File: src/rtl/scp_pkg.sv
package scp_pkg;
    typedef enum logic [1:0] {
        ST_IDLE    = 2'd0,
        ST_PENDING = 2'd1,
        ST_SAVE    = 2'd2
    } scp_state_e;
endpackage

File: src/rtl/scp_sync.sv
// Multi-stage synchroniser for one asynchronous level.
module scp_sync #(
    parameter int STAGES = 2
) (
    input  logic clk,
    input  logic clr_n,
    input  logic d,
    output logic q
);
    logic [STAGES-1:0] chain;

    generate
        if (STAGES == 1) begin : g_one
            always_ff @(posedge clk or negedge clr_n) begin
                if (!clr_n) chain <= '0;
                else        chain <= d;
            end
        end else begin : g_many
            always_ff @(posedge clk or negedge clr_n) begin
                if (!clr_n) chain <= '0;
                else        chain <= {chain[STAGES-2:0], d};
            end
        end
    endgenerate

    assign q = chain[STAGES-1];
endmodule

File: src/rtl/scp_shifter.sv
// Receive shift register: newest bit enters at the top, so the first of
// the last W bits ends up in bit 0.
module scp_shifter #(
    parameter int W = 32
) (
    input  logic         clk,
    input  logic         clr_n,
    input  logic         shift_en,
    input  logic         din,
    output logic [W-1:0] word
);
    always_ff @(posedge clk or negedge clr_n) begin
        if (!clr_n)        word <= '0;
        else if (shift_en) word <= {din, word[W-1:1]};
    end
endmodule

File: src/rtl/scp_ctrl.sv
// Commit sequencer: decides when the shadow loads, when the active
// fields copy, and when power-save clears everything else.
module scp_ctrl
    import scp_pkg::*;
(
    input  logic       clk,
    input  logic       clr_n,
    input  logic       stb_evt,
    input  logic       ps_bit,
    input  logic       apply,
    output logic       set_ps,
    output logic       clr_ps,
    output logic       ld_shd,
    output logic       cp_act,
    output logic       clr_fields,
    output scp_state_e state_o
);
    scp_state_e state, state_nx;

    always_ff @(posedge clk or negedge clr_n) begin
        if (!clr_n) state <= ST_IDLE;
        else        state <= state_nx;
    end

    always_comb begin
        state_nx   = state;
        set_ps     = 1'b0;
        clr_ps     = 1'b0;
        ld_shd     = 1'b0;
        cp_act     = 1'b0;
        clr_fields = 1'b0;
        unique case (state)
            ST_IDLE: begin
                if (stb_evt && ps_bit) begin
                    set_ps     = 1'b1;
                    clr_fields = 1'b1;
                    state_nx   = ST_SAVE;
                end else if (stb_evt) begin
                    clr_ps   = 1'b1;
                    ld_shd   = 1'b1;
                    state_nx = ST_PENDING;
                end
            end
            ST_PENDING: begin
                if (stb_evt && ps_bit) begin
                    set_ps     = 1'b1;
                    clr_fields = 1'b1;
                    state_nx   = ST_SAVE;
                end else if (stb_evt) begin
                    clr_ps   = 1'b1;
                    ld_shd   = 1'b1;
                    cp_act   = apply;
                    state_nx = ST_PENDING;
                end else if (apply) begin
                    cp_act   = 1'b1;
                    state_nx = ST_IDLE;
                end
            end
            ST_SAVE: begin
                if (stb_evt && ps_bit) begin
                    set_ps     = 1'b1;
                    clr_fields = 1'b1;
                end else if (stb_evt) begin
                    clr_ps   = 1'b1;
                    ld_shd   = 1'b1;
                    state_nx = ST_PENDING;
                end
            end
            default: state_nx = ST_IDLE;
        endcase
    end

    assign state_o = state;
endmodule

File: src/rtl/scp_regs.sv
// Power-save flag, shadow word and active word.
module scp_regs #(
    parameter int W      = 32,
    parameter int PS_BIT = 12
) (
    input  logic         clk,
    input  logic         clr_n,
    input  logic         set_ps,
    input  logic         clr_ps,
    input  logic         ld_shd,
    input  logic         cp_act,
    input  logic         clr_fields,
    input  logic [W-1:0] word,
    output logic         psave,
    output logic [W-1:0] active
);
    localparam logic [W-1:0] PS_MASK = W'(1) << PS_BIT;

    logic [W-1:0] shadow;

    always_ff @(posedge clk or negedge clr_n) begin
        if (!clr_n)      psave <= 1'b0;
        else if (set_ps) psave <= 1'b1;
        else if (clr_ps) psave <= 1'b0;
    end

    always_ff @(posedge clk or negedge clr_n) begin
        if (!clr_n)          shadow <= '0;
        else if (clr_fields) shadow <= '0;
        else if (ld_shd)     shadow <= word & ~PS_MASK;
    end

    always_ff @(posedge clk or negedge clr_n) begin
        if (!clr_n)          active <= '0;
        else if (clr_fields) active <= '0;
        else if (cp_act)     active <= shadow;
    end
endmodule

File: src/rtl/serial_cfg_port.sv
module serial_cfg_port #(
    parameter int WORD_W      = 32,
    parameter int PS_BIT      = 12,
    parameter int SYNC_STAGES = 2
) (
    input  logic              clk,
    input  logic              clr_n,
    input  logic              sclk_i,
    input  logic              sdat_i,
    input  logic              sstb_i,
    input  logic              line_apply_i,
    output logic [WORD_W-1:0] cfg_o,
    output logic              psave_o
);
    import scp_pkg::*;

    localparam logic [WORD_W-1:0] PS_MASK = WORD_W'(1) << PS_BIT;

    logic sclk_s, sdat_s, sstb_s;
    logic sclk_d, sstb_d;
    logic sclk_evt, stb_evt;
    logic [WORD_W-1:0] shreg;
    logic [WORD_W-1:0] active;
    logic set_ps, clr_ps, ld_shd, cp_act, clr_fields;
    scp_state_e state;

    scp_sync #(.STAGES(SYNC_STAGES)) u_sync_sclk (
        .clk(clk), .clr_n(clr_n), .d(sclk_i), .q(sclk_s));
    scp_sync #(.STAGES(SYNC_STAGES)) u_sync_sdat (
        .clk(clk), .clr_n(clr_n), .d(sdat_i), .q(sdat_s));
    scp_sync #(.STAGES(SYNC_STAGES)) u_sync_sstb (
        .clk(clk), .clr_n(clr_n), .d(sstb_i), .q(sstb_s));

    always_ff @(posedge clk or negedge clr_n) begin
        if (!clr_n) begin
            sclk_d <= 1'b0;
            sstb_d <= 1'b0;
        end else begin
            sclk_d <= sclk_s;
            sstb_d <= sstb_s;
        end
    end

    assign sclk_evt = sclk_s & ~sclk_d;
    assign stb_evt  = sstb_s & ~sstb_d;

    scp_shifter #(.W(WORD_W)) u_shift (
        .clk(clk), .clr_n(clr_n), .shift_en(sclk_evt), .din(sdat_s),
        .word(shreg));

    scp_ctrl u_ctrl (
        .clk(clk), .clr_n(clr_n), .stb_evt(stb_evt), .ps_bit(shreg[PS_BIT]),
        .apply(line_apply_i), .set_ps(set_ps), .clr_ps(clr_ps),
        .ld_shd(ld_shd), .cp_act(cp_act), .clr_fields(clr_fields),
        .state_o(state));

    scp_regs #(.W(WORD_W), .PS_BIT(PS_BIT)) u_regs (
        .clk(clk), .clr_n(clr_n), .set_ps(set_ps), .clr_ps(clr_ps),
        .ld_shd(ld_shd), .cp_act(cp_act), .clr_fields(clr_fields),
        .word(shreg), .psave(psave_o), .active(active));

    assign cfg_o = (active & ~PS_MASK) | ({WORD_W{psave_o}} & PS_MASK);
endmodule

File: config.mk
export PLATFORM = sky130hd
export DESIGN_NAME = serial_cfg_port
export DESIGN_NICKNAME = d
export VERILOG_FILES = /design/src/rtl/scp_pkg.sv /design/src/rtl/scp_sync.sv /design/src/rtl/scp_shifter.sv /design/src/rtl/scp_ctrl.sv /design/src/rtl/scp_regs.sv /design/src/rtl/serial_cfg_port.sv
export SDC_FILE = /design/constraint.sdc
export NUM_CORES = 1
export LEC_CHECK = 0
export BUFFER_PORTS_ARGS = -buffer_cell sky130_fd_sc_hd__buf_2
export CAP_MARGIN = 20
export CORE_MARGIN = 2
export CORE_UTILIZATION = 40
export DETAILED_ROUTE_END_ITERATION = 10
export RECOVER_POWER = 50
export SYNTH_ARGS = -nofsm -noshare
export SYNTH_HDL_FRONTEND = slang
export SYNTH_SLANG_ARGS = --single-unit
File: constraint.sdc
create_clock -name clk -period 1.49 [get_ports clk]
set_input_delay 0.298 -clock clk [delete_from_list [all_inputs] [get_ports clk]]
set_output_delay 0.298 -clock clk [all_outputs]
set_load 0.02 [all_outputs]
==> impl_metrics.env, run 1 <==
export IMPL_status="finished, final reports clean"
export IMPL_fill_cells=981
export IMPL_crit_path_end_kind="register"
export IMPL_syn_inst=373
export IMPL_ys_warn_count=0
export IMPL_setup_slack_ns=0.118
export IMPL_power_total_mw=6.45
export IMPL_peakVddDrop_v=0.000662
export IMPL_setup_worst_path_class="reg2reg"
export IMPL_path_max_fanout=32
export IMPL_met3WireLength_microns=279
export IMPL_switchingPower_mw=1.93
export IMPL_maxCapViolCount=0
export IMPL_wl_per_cell_microns=15.2
export IMPL_dieArea_sq_um=11600
export IMPL_cts_made_buffers=9
export IMPL_startpoint_type="register"
export IMPL_max_freq_mhz=729
export IMPL_initialDrtViolationCount=214
export IMPL_antenna_cells=0
export IMPL_power_internal_mw=4.52
export IMPL_synth_cell_area_sq_um=4310
export IMPL_dominantRegCellSynth="dfrtp_1"
export IMPL_seqPwrFrac=0.570
export IMPL_fin_util=0.458
export IMPL_p_per_area_nw_per_um2=1350
export IMPL_clock_path_buffers=2
export IMPL_relSlewSlack=0.708
export IMPL_min_period_ns=1.37
export IMPL_yosysSeqAreaShare=0.610
export IMPL_pwr_share_clk=0.236
export IMPL_antenna_left=0
export IMPL_synth_edff_count=0
export IMPL_switching_share=0.299
export IMPL_synth_cell_types=28
export IMPL_clk_latency_ns=0.37
export IMPL_syn_area_per_cell_sq_um=11.6
export IMPL_overflow=0
export IMPL_drt_first_pass_iters=4
export IMPL_dieHeight_microns=108
export IMPL_leakagePower_nw=2.19
export IMPL_crit_chain="and2_1 -> or2_4 -> a21o_1"
export IMPL_drv_slew=0
export IMPL_grt_max_degree=49
export IMPL_p_comb_frac=0.194
export IMPL_rows=37
export IMPL_vias=2813
export IMPL_critPathMaxStageDelay_ns=0.40
export IMPL_cts_tree="done"
export IMPL_grt_pass1_wl_mm=13.8
export IMPL_cts_root_buf="clkbuf_8"
export IMPL_cts_sinks=105
export IMPL_ios=39
export IMPL_synth_async_reset_ratio=1.00
export IMPL_start_util=0.414
export IMPL_layout_nets=410
export IMPL_hpwl_mm=5.24
export IMPL_tightest_slew_ns=0.438
export IMPL_place_ws_ns=0.115
export IMPL_period_share=0.921
export IMPL_drive_gt1_frac=0.232
export IMPL_hp_class="in2reg"
export IMPL_syn_nets=379
export IMPL_met1_length_mm=4.31
export IMPL_gp_congestion=0.746
export IMPL_rsz0062_at_grt="no"
export IMPL_drcViolationCount=0
export IMPL_skew_ns=0.00562
export IMPL_clkTransAtPathRegs_ns=0.09
export IMPL_hold_violations=0
export IMPL_ys_ff_latch=105
export IMPL_coreArea_sq_um=10400
export IMPL_first_global_vias=2689
export IMPL_die_w_microns=108
export IMPL_setup_viol_count_final=0
export IMPL_grt_total_usage=0.154
export IMPL_htreeDepth=3
export IMPL_routed_top_layer="met4"
export IMPL_post_cts_setup_buffers=0
export IMPL_wl_mm=8.23
export IMPL_fin_tns_setup_ns=0
export IMPL_worstPathRequired_ns=1.76
export IMPL_antenna_found_initial=0
export IMPL_area_delta_synth_final_pct=10.7
export IMPL_drt_vias_per_instance=5.19
export IMPL_route_met2_wl_mm=3.46
export IMPL_cp_arrival_ns=1.64
export IMPL_numPortBuffers=38
export IMPL_cp_slowest_cell="dfrtp_1"
## final timing paths
check	start	to	slack, ns	cells past startpoint
worst min-delay path	sclk_i	u_sync_sclk.chain[0]	0.03	1
max in group asynchronous	clr_n	u_regs.shadow[24]	0.32	3
worst max-delay path	u_ctrl.state_o[1]	u_regs.psave	0.12	3
worst min register to register	u_sync_sstb.chain[0]	u_sync_sstb.chain[1]	0.36	0
min in group asynchronous	clr_n	u_sync_sclk.chain[0]	0.39	2
worst max register to register	u_ctrl.state_o[1]	u_regs.psave	0.12	3
## stage by stage
stage | cells | hold slack [ns] | instance area, sq um
6_report | 542 | 0.0292 | 4770
5_1_grt | 542 | 0.0182 | 4770
4_1_cts | 542 | 0.0118 | 4810
3_5_place_dp | 528 | 0.195 | 4650
3_3_place_gp | 528 | 0.193 | 4650
2_1_floorplan | 373 | 0.00241 | 4310
## synth_stat cells, types with 2 or more instances
master	n	area (sq um)
nand3b_1	2	15.0
a21oi_1	15	75.1
o31ai_1	16	120
inv_1	18	67.6
nand3_1	31	155
buf_6	7	78.8
dfrtp_1	105	2630
nand2b_1	32	200
mux2_2	30	338
mux2_1	2	22.5
clkbuf_1	14	52.6
o21ai_0	47	235
and3b_1	2	17.5
o21ai_1	30	150
buf_2	6	30.0
buf_4	4	30.0
## power groups by stage
stage	logic (mW)	registers, mW	clock network [mW]
6_report	1.25	3.68	1.52
3_5_place_dp	1.29	3.74	0
3_3_place_gp	1.27	3.72	0
4_1_cts	1.30	3.69	1.56
5_1_grt	1.40	3.76	1.69
2_1_floorplan	0.676	3.87	0
## timing repair
| item | 4_1_cts | 5_1_grt |
|---|---|---|
| hold buffers | 1 | 0 |
| hold endpoints to repair | 13 | 0 |
| gates resized for setup | 0 | 0 |
## kinds of logic after synthesis
| kind of cell | after synthesis | synth area share |
|---|---|---|
| buffers and inverters | 51 | 0.0621 |
| muxes | 32 | 0.0836 |
| DFF | 105 | 0.610 |
| and+or+nand+nor | 74 | 0.105 |
| AOI/OAI and AO/OA | 111 | 0.140 |
## sequential cells by signal (all words and copies together) (netlist names)
| register | flops |
|---|---|
| sclk_d | 1 |
| sstb_d | 1 |
| u_ctrl.state_o | 2 |
| u_regs.active | 31 |
| u_regs.psave | 1 |
| u_regs.shadow | 31 |
| u_shift.word | 32 |
| u_sync_sclk.chain | 2 |
| u_sync_sdat.chain | 2 |
| u_sync_sstb.chain | 2 |
## cell type report
cell class / count / area (sq um) / area share
Tap cell: 136 / 170 / 0.0357
Timing Repair Buffer: 53 / 340 / 0.0713
Multi-Input combinational cell: 217 / 1420 / 0.297
Clock inverter: 1 / 5.00 / 0.00105
Inverter: 18 / 67.6 / 0.0142
Clock buffer: 12 / 145 / 0.0304
Sequential cell: 105 / 2630 / 0.551
## critical path, delay by kind of cell (launching register included)
kind	cells	cell delay [ns]
AOI/OAI and AO/OA	1	0.22
DFF	1	0.40
and+or+nand+nor	2	0.64
## layout by cell type, fill, tap and decap left out, drive strengths merged
master	n
buf	45
dfrtp	105
clkbuf	19
a211oi	1
dlygate4sd3	1
o21ai	77
and3b	2
and2	1
nor2	2
clkinv	1
o31ai	16
a21o	1
nor3b	2
nand3b	2
mux2	32
nand2b	33
a21oi	15
or2	1
a31oi	1
inv	18
nand3	31
## metal layers
layer,vias up,GRT usage
met5,-,0
met4,0,0.0742
met3,12,0.0224
met2,52,0.205
met1,1406,0.241
li1,1343,-
Power figures use the tool's default switching activity.
==> run 2, diff against run 1 <==
Settings changed: MAX_ROUTING_LAYER from default to met4.
==> impl_metrics.env, run 2 (synthesis results as in run 1) <==
export IMPL_setup_viol_count_final=0
export IMPL_cts_tree="done"
export IMPL_peakVddDrop_v=0.000662
export IMPL_crit_cells=3
export IMPL_gp_congestion=0.756
export IMPL_first_global_vias=2688
export IMPL_antenna_found_initial=0
export IMPL_place_ws_ns=0.115
export IMPL_drcViolationCount=0
export IMPL_layout_common_cells="dfrtp_1, o21ai_0, buf_2, nand2b_1, nand3_1"
export IMPL_wl_per_cell_microns=15.2
export IMPL_dieHeight_microns=108
export IMPL_tightest_slew_ns=0.438
export IMPL_relSlewSlack=0.708
export IMPL_hpwl_mm=5.24
export IMPL_hold_depth=1
export IMPL_path_buf_inv=0
export IMPL_fin_tns_setup_ns=0
export IMPL_ctsResizeCount=0
export IMPL_antenna_left=0
export IMPL_setup_slack_ns=0.118
export IMPL_final_seq_area_sq_um=2630
export IMPL_path_max_fanout=32
export IMPL_drt_vias_per_instance=5.19
export IMPL_leakagePower_nw=2.19
export IMPL_htreeDepth=3
export IMPL_p_per_area_nw_per_um2=1350
export IMPL_period_share=0.920
export IMPL_initialDrtViolationCount=211
export IMPL_min_period_ns=1.37
export IMPL_rows=37
export IMPL_ios=39
export IMPL_largest_reg_flops=32
export IMPL_antenna_cells=0
export IMPL_cp_slowest_cell="dfrtp_1"
export IMPL_skew_ns=0.00562
export IMPL_worstPathRequired_ns=1.76
export IMPL_drive_gt1_frac=0.232
export IMPL_multi_input_area_sq_um=1420
export IMPL_final_common_cell="dfrtp_1"
export IMPL_rsz0062_at_grt="no"
export IMPL_max_freq_mhz=729
export IMPL_overflow=0
export IMPL_final_area_sq_um=4770
export IMPL_layout_nets=410
export IMPL_vias=2812
export IMPL_whs_ns=0.0288
export IMPL_clkTransAtPathRegs_ns=0.09
export IMPL_grt_max_degree=49
export IMPL_cp_arrival_ns=1.64
export IMPL_r2r_cells=3
export IMPL_top_regs="u_shift.word: 32 flops, u_regs.active: 31 flops, u_regs.shadow: 31 flops"
export IMPL_maxCapViolCount=0
export IMPL_placed_cell_area_sq_um=4650
export IMPL_numPortBuffers=38
export IMPL_die_w_microns=108
export IMPL_fin_util=0.458
export IMPL_placed_cells=528
export IMPL_wl_mm=8.22
export IMPL_grt_pass1_wl_mm=13.8
export IMPL_start_util=0.414
export IMPL_crit_family="simple AND/OR/NAND/NOR gates"
export IMPL_crit_path_end_kind="register"
export IMPL_status="finished, final reports clean"
export IMPL_crit_chain="and2_1 -> or2_4 -> a21o_1"
export IMPL_startpoint_type="register"
export IMPL_critPathMaxStageDelay_ns=0.40
export IMPL_area_delta_synth_final_pct=10.7
export IMPL_grt_total_usage=0.158
export IMPL_hp_class="in2reg"
export IMPL_fill_cells=981
export IMPL_top_register="u_shift.word"
export IMPL_drt_first_pass_iters=4
export IMPL_clock_path_buffers=2
export IMPL_clk_latency_ns=0.37
export IMPL_drv_slew=0
export IMPL_dieArea_sq_um=11600
export IMPL_setup_worst_path_class="reg2reg"
export IMPL_hold_violations=0
export IMPL_cts_made_buffers=9
export IMPL_cts_root_buf="clkbuf_8"
export IMPL_coreArea_sq_um=10400
export IMPL_power_total_mw=6.45
export IMPL_stdcell_count=542
export IMPL_cts_sinks=105
run 2: cell counts in the layout (fill, tap and decap cells not counted):
No cell type changed its count.
run 2: final cells by class:
type,count,area share
inverter,18,0.0142
multi-input combinational,217,0.297
clock buffer,12,0.0304
timing repair buffer,53,0.0713
tap,136,0.0357
clock inverter,1,0.00105
sequential,105,0.551
run 2: worst paths after layout:
path	start	to	slack, ns
max	u_ctrl.state_o[1]	u_regs.psave	0.12
min	sclk_i	u_sync_sclk.chain[0]	0.03
max reg2reg	u_ctrl.state_o[1]	u_regs.psave	0.12
min reg2reg	u_sync_sstb.chain[0]	u_sync_sstb.chain[1]	0.36
max in group asynchronous	clr_n	u_regs.shadow[24]	0.32
min in group asynchronous	clr_n	u_sync_sclk.chain[0]	0.39
run 2: per-layer routing:
metal	GRT usage	routed length, microns	vias up	share of wire
met4	0.0742	178	0	0.022
li1	-	-	1345	-
met1	0.242	4310	1406	0.52
met5	-	0	-	0
met3	0.0224	265	12	0.032
met2	0.204	3470	49	0.42
run 2: repair_timing:
item / 4_1_cts / 5_1_grt
hold endpoints to repair: 13 / 0
hold buffers: 1 / 0
setup buffers: 0 / 0
run 2: power breakdown:
group	internal (mW)	switching, mW
clock	0.627	0.899
sequential	3.38	0.299
combinational	0.518	0.733
total	4.52	1.93
==> run 3, diff against run 2 <==
Settings changed: ABC_AREA from default to 1, RECOVER_POWER 50 to default.
==> impl_metrics.env, run 3 <==
export IMPL_status="finished, final reports clean"
export IMPL_synth_most_common_cell="dfrtp_1"
export IMPL_vias=2765
export IMPL_synth_edff_count=0
export IMPL_crit_family="simple AND/OR/NAND/NOR gates"
export IMPL_cts_sinks=105
export IMPL_tightest_slew_ns=0.370
export IMPL_p_comb_frac=0.122
export IMPL_hold_violations=0
export IMPL_path_buf_inv=2
export IMPL_ys_ff_latch=105
export IMPL_clock_path_buffers=2
export IMPL_peakVddDrop_v=0.000534
export IMPL_drt_first_pass_iters=5
export IMPL_synth_area_leaders="dfrtp_1, nand2_1, nand3_1, o21ai_0, o21ai_1"
export IMPL_antenna_cells=0
export IMPL_crit_chain="inv_1 -> nand3_2 -> nand2_1 -> buf_4 -> nand3_1 -> nand2_1"
export IMPL_critPathMaxStageDelay_ns=0.39
export IMPL_rsz0062_at_grt="no"
export IMPL_first_global_vias=2721
export IMPL_start_util=0.409
export IMPL_wl_mm=7.58
export IMPL_setup_viol_count_final=0
export IMPL_max_freq_mhz=788
export IMPL_yosysSeqAreaShare=0.663
export IMPL_gp_congestion=0.770
export IMPL_dieHeight_microns=104
export IMPL_synth_commonest_cells="dfrtp_1, nand2_1, nand3_1"
export IMPL_antenna_found_initial=0
export IMPL_ios=39
export IMPL_maxCapViolCount=0
export IMPL_switchingPower_mw=1.59
export IMPL_relSlewSlack=0.753
export IMPL_cp_arrival_ns=1.56
export IMPL_fin_tns_setup_ns=0
export IMPL_switching_share=0.282
export IMPL_hp_class="in2reg"
export IMPL_coreArea_sq_um=9680
export IMPL_grt_total_usage=0.158
export IMPL_period_share=0.852
export IMPL_final_common_cell="dfrtp_1"
export IMPL_post_cts_setup_buffers=0
export IMPL_dominantRegCellSynth="dfrtp_1"
export IMPL_leakagePower_nw=2.32
export IMPL_synth_async_reset_ratio=1.00
export IMPL_setup_worst_path_class="reg2reg"
export IMPL_yosysTopAreaCellShare=0.663
export IMPL_drt_vias_per_instance=4.73
export IMPL_cts_root_buf="clkbuf_8"
export IMPL_power_total_mw=5.62
export IMPL_syn_area_per_cell_sq_um=9.76
export IMPL_power_internal_mw=4.03
export IMPL_fill_cells=947
export IMPL_yosysTopAreaCell="dfrtp_1"
export IMPL_skew_ns=0.0149
export IMPL_layout_common_cells="dfrtp_1, nand2_1, nand3_1, buf_2, inv_1"
export IMPL_drive_gt1_frac=0.164
export IMPL_placed_cell_area_sq_um=4350
export IMPL_synth_cell_area_sq_um=3960
export IMPL_antenna_left=0
export IMPL_layout_nets=452
export IMPL_cp_slowest_cell="dfrtp_1"
export IMPL_cts_made_buffers=9
export IMPL_startpoint_type="register"
export IMPL_initialDrtViolationCount=121
export IMPL_worstPathRequired_ns=1.79
export IMPL_cts_tree="done"
export IMPL_synth_cell_types=17
export IMPL_clkTransAtPathRegs_ns=0.10
export IMPL_min_period_ns=1.27
export IMPL_die_w_microns=104
export IMPL_htreeDepth=3
export IMPL_syn_inst=406
export IMPL_rows=36
export IMPL_placed_cells=567
export IMPL_overflow=0
export IMPL_ys_warn_count=0
export IMPL_stdcell_count=584
export IMPL_dieArea_sq_um=10700
export IMPL_final_area_sq_um=4550
export IMPL_syn_nets=412
export IMPL_drcViolationCount=0
export IMPL_grt_pass1_wl_mm=13.3
export IMPL_whs_ns=0.0463
export IMPL_p_per_area_nw_per_um2=1230
export IMPL_largest_reg_flops=32
export IMPL_path_max_fanout=19
export IMPL_pwr_share_clk=0.296
export IMPL_crit_path_end_kind="register"
export IMPL_hpwl_mm=5.03
export IMPL_clk_latency_ns=0.36
export IMPL_numPortBuffers=38
export IMPL_wl_per_cell_microns=13.0
export IMPL_top_regs="u_shift.word: 32 flops, u_regs.active: 31 flops, u_regs.shadow: 31 flops"
export IMPL_top_register="u_shift.word"
export IMPL_path_common_cell="nand2_1"
export IMPL_grt_max_degree=65
export IMPL_drv_slew=0
export IMPL_area_delta_synth_final_pct=14.8
export IMPL_seqPwrFrac=0.582
[run 3: cell types whose count changed in the layout (fill, tap and decap cells not counted), sizes merged, moves of 3 or more]
| cell | change |
|---|---|
| nand3 | +34 |
| o21ai | -16 |
| mux2 | -32 |
| o31ai | -16 |
| nand2b | -33 |
| clkbuf | -9 |
| inv | +22 |
| buf | +8 |
| nand2 | +104 |
| a21oi | -14 |
| nor2 | +3 |
[run 3: power by group through the flow]
stage	logic [mW]	clock network, mW	registers (mW)
global route	0.788	1.84	3.31
global placement	0.689	0	3.32
CTS	0.703	1.72	3.27
detailed placement	0.702	0	3.32
floorplan	0.329	0	3.41
finish	0.686	1.66	3.27
[run 3: worst register-to-register path, stage by stage (launching register included)]
cell     delay (ns)
dfrtp_1        0.39
inv_1          0.08
nand3_2        0.17
nand2_1        0.14
buf_4          0.24
nand3_1        0.12
nand2_1        0.07
[run 3: cell families after synthesis]
group | share of synthesized area
compound gates | 0.0802
buf+inv | 0.0663
flops | 0.663
simple gates | 0.191
[run 3: what timing repair did]
action                    in CTS  in global routing
gates resized for setup        0                  0
hold buffers                   1                  0
hold endpoints to repair      48                  0
[run 3: final timing paths]
kind	start	endpoint	slack (ns)	depth (start not counted)
worst min-delay path	sclk_i	u_sync_sclk.chain[0]	0.05	1
max in group asynchronous	clr_n	u_shift.word[10]	0.64	3
worst max register to register	sstb_d	u_regs.active[1]	0.22	6
worst max-delay path	sstb_d	u_regs.active[1]	0.22	6
worst min register to register	u_sync_sdat.chain[0]	u_sync_sdat.chain[1]	0.36	0
min in group asynchronous	clr_n	u_sync_sclk.chain[1]	0.29	2
[run 3: layer usage]
| layer | GRT usage | vias up | share of wire |
|---|---|---|---|
| met5 | - | - | 0 |
| met4 | 0.0550 | 0 | 0.011 |
| met3 | 0.0321 | 7 | 0.040 |
| met2 | 0.233 | 57 | 0.44 |
| met1 | 0.221 | 1311 | 0.51 |
| li1 | - | 1390 | - |
[run 3: per-stage QoR]
step	utilization	setup slack [ns]
5_1_grt	0.470	0.0772
3_3_place_gp	0.449	0.250
4_1_cts	0.470	0.218
3_5_place_dp	0.449	0.256
6_report	0.470	0.221
2_1_floorplan	-	0.402
[run 3: final cells by class]
type / instances / area (sq um) / share of cell area
Tap cell: 133 / 166 / 0.0366
Clock inverter: 6 / 50.0 / 0.0110
Timing Repair Buffer: 54 / 353 / 0.0775
Clock buffer: 10 / 138 / 0.0302
Inverter: 38 / 143 / 0.0313
Multi-Input combinational cell: 238 / 1070 / 0.236
Sequential cell: 105 / 2630 / 0.577
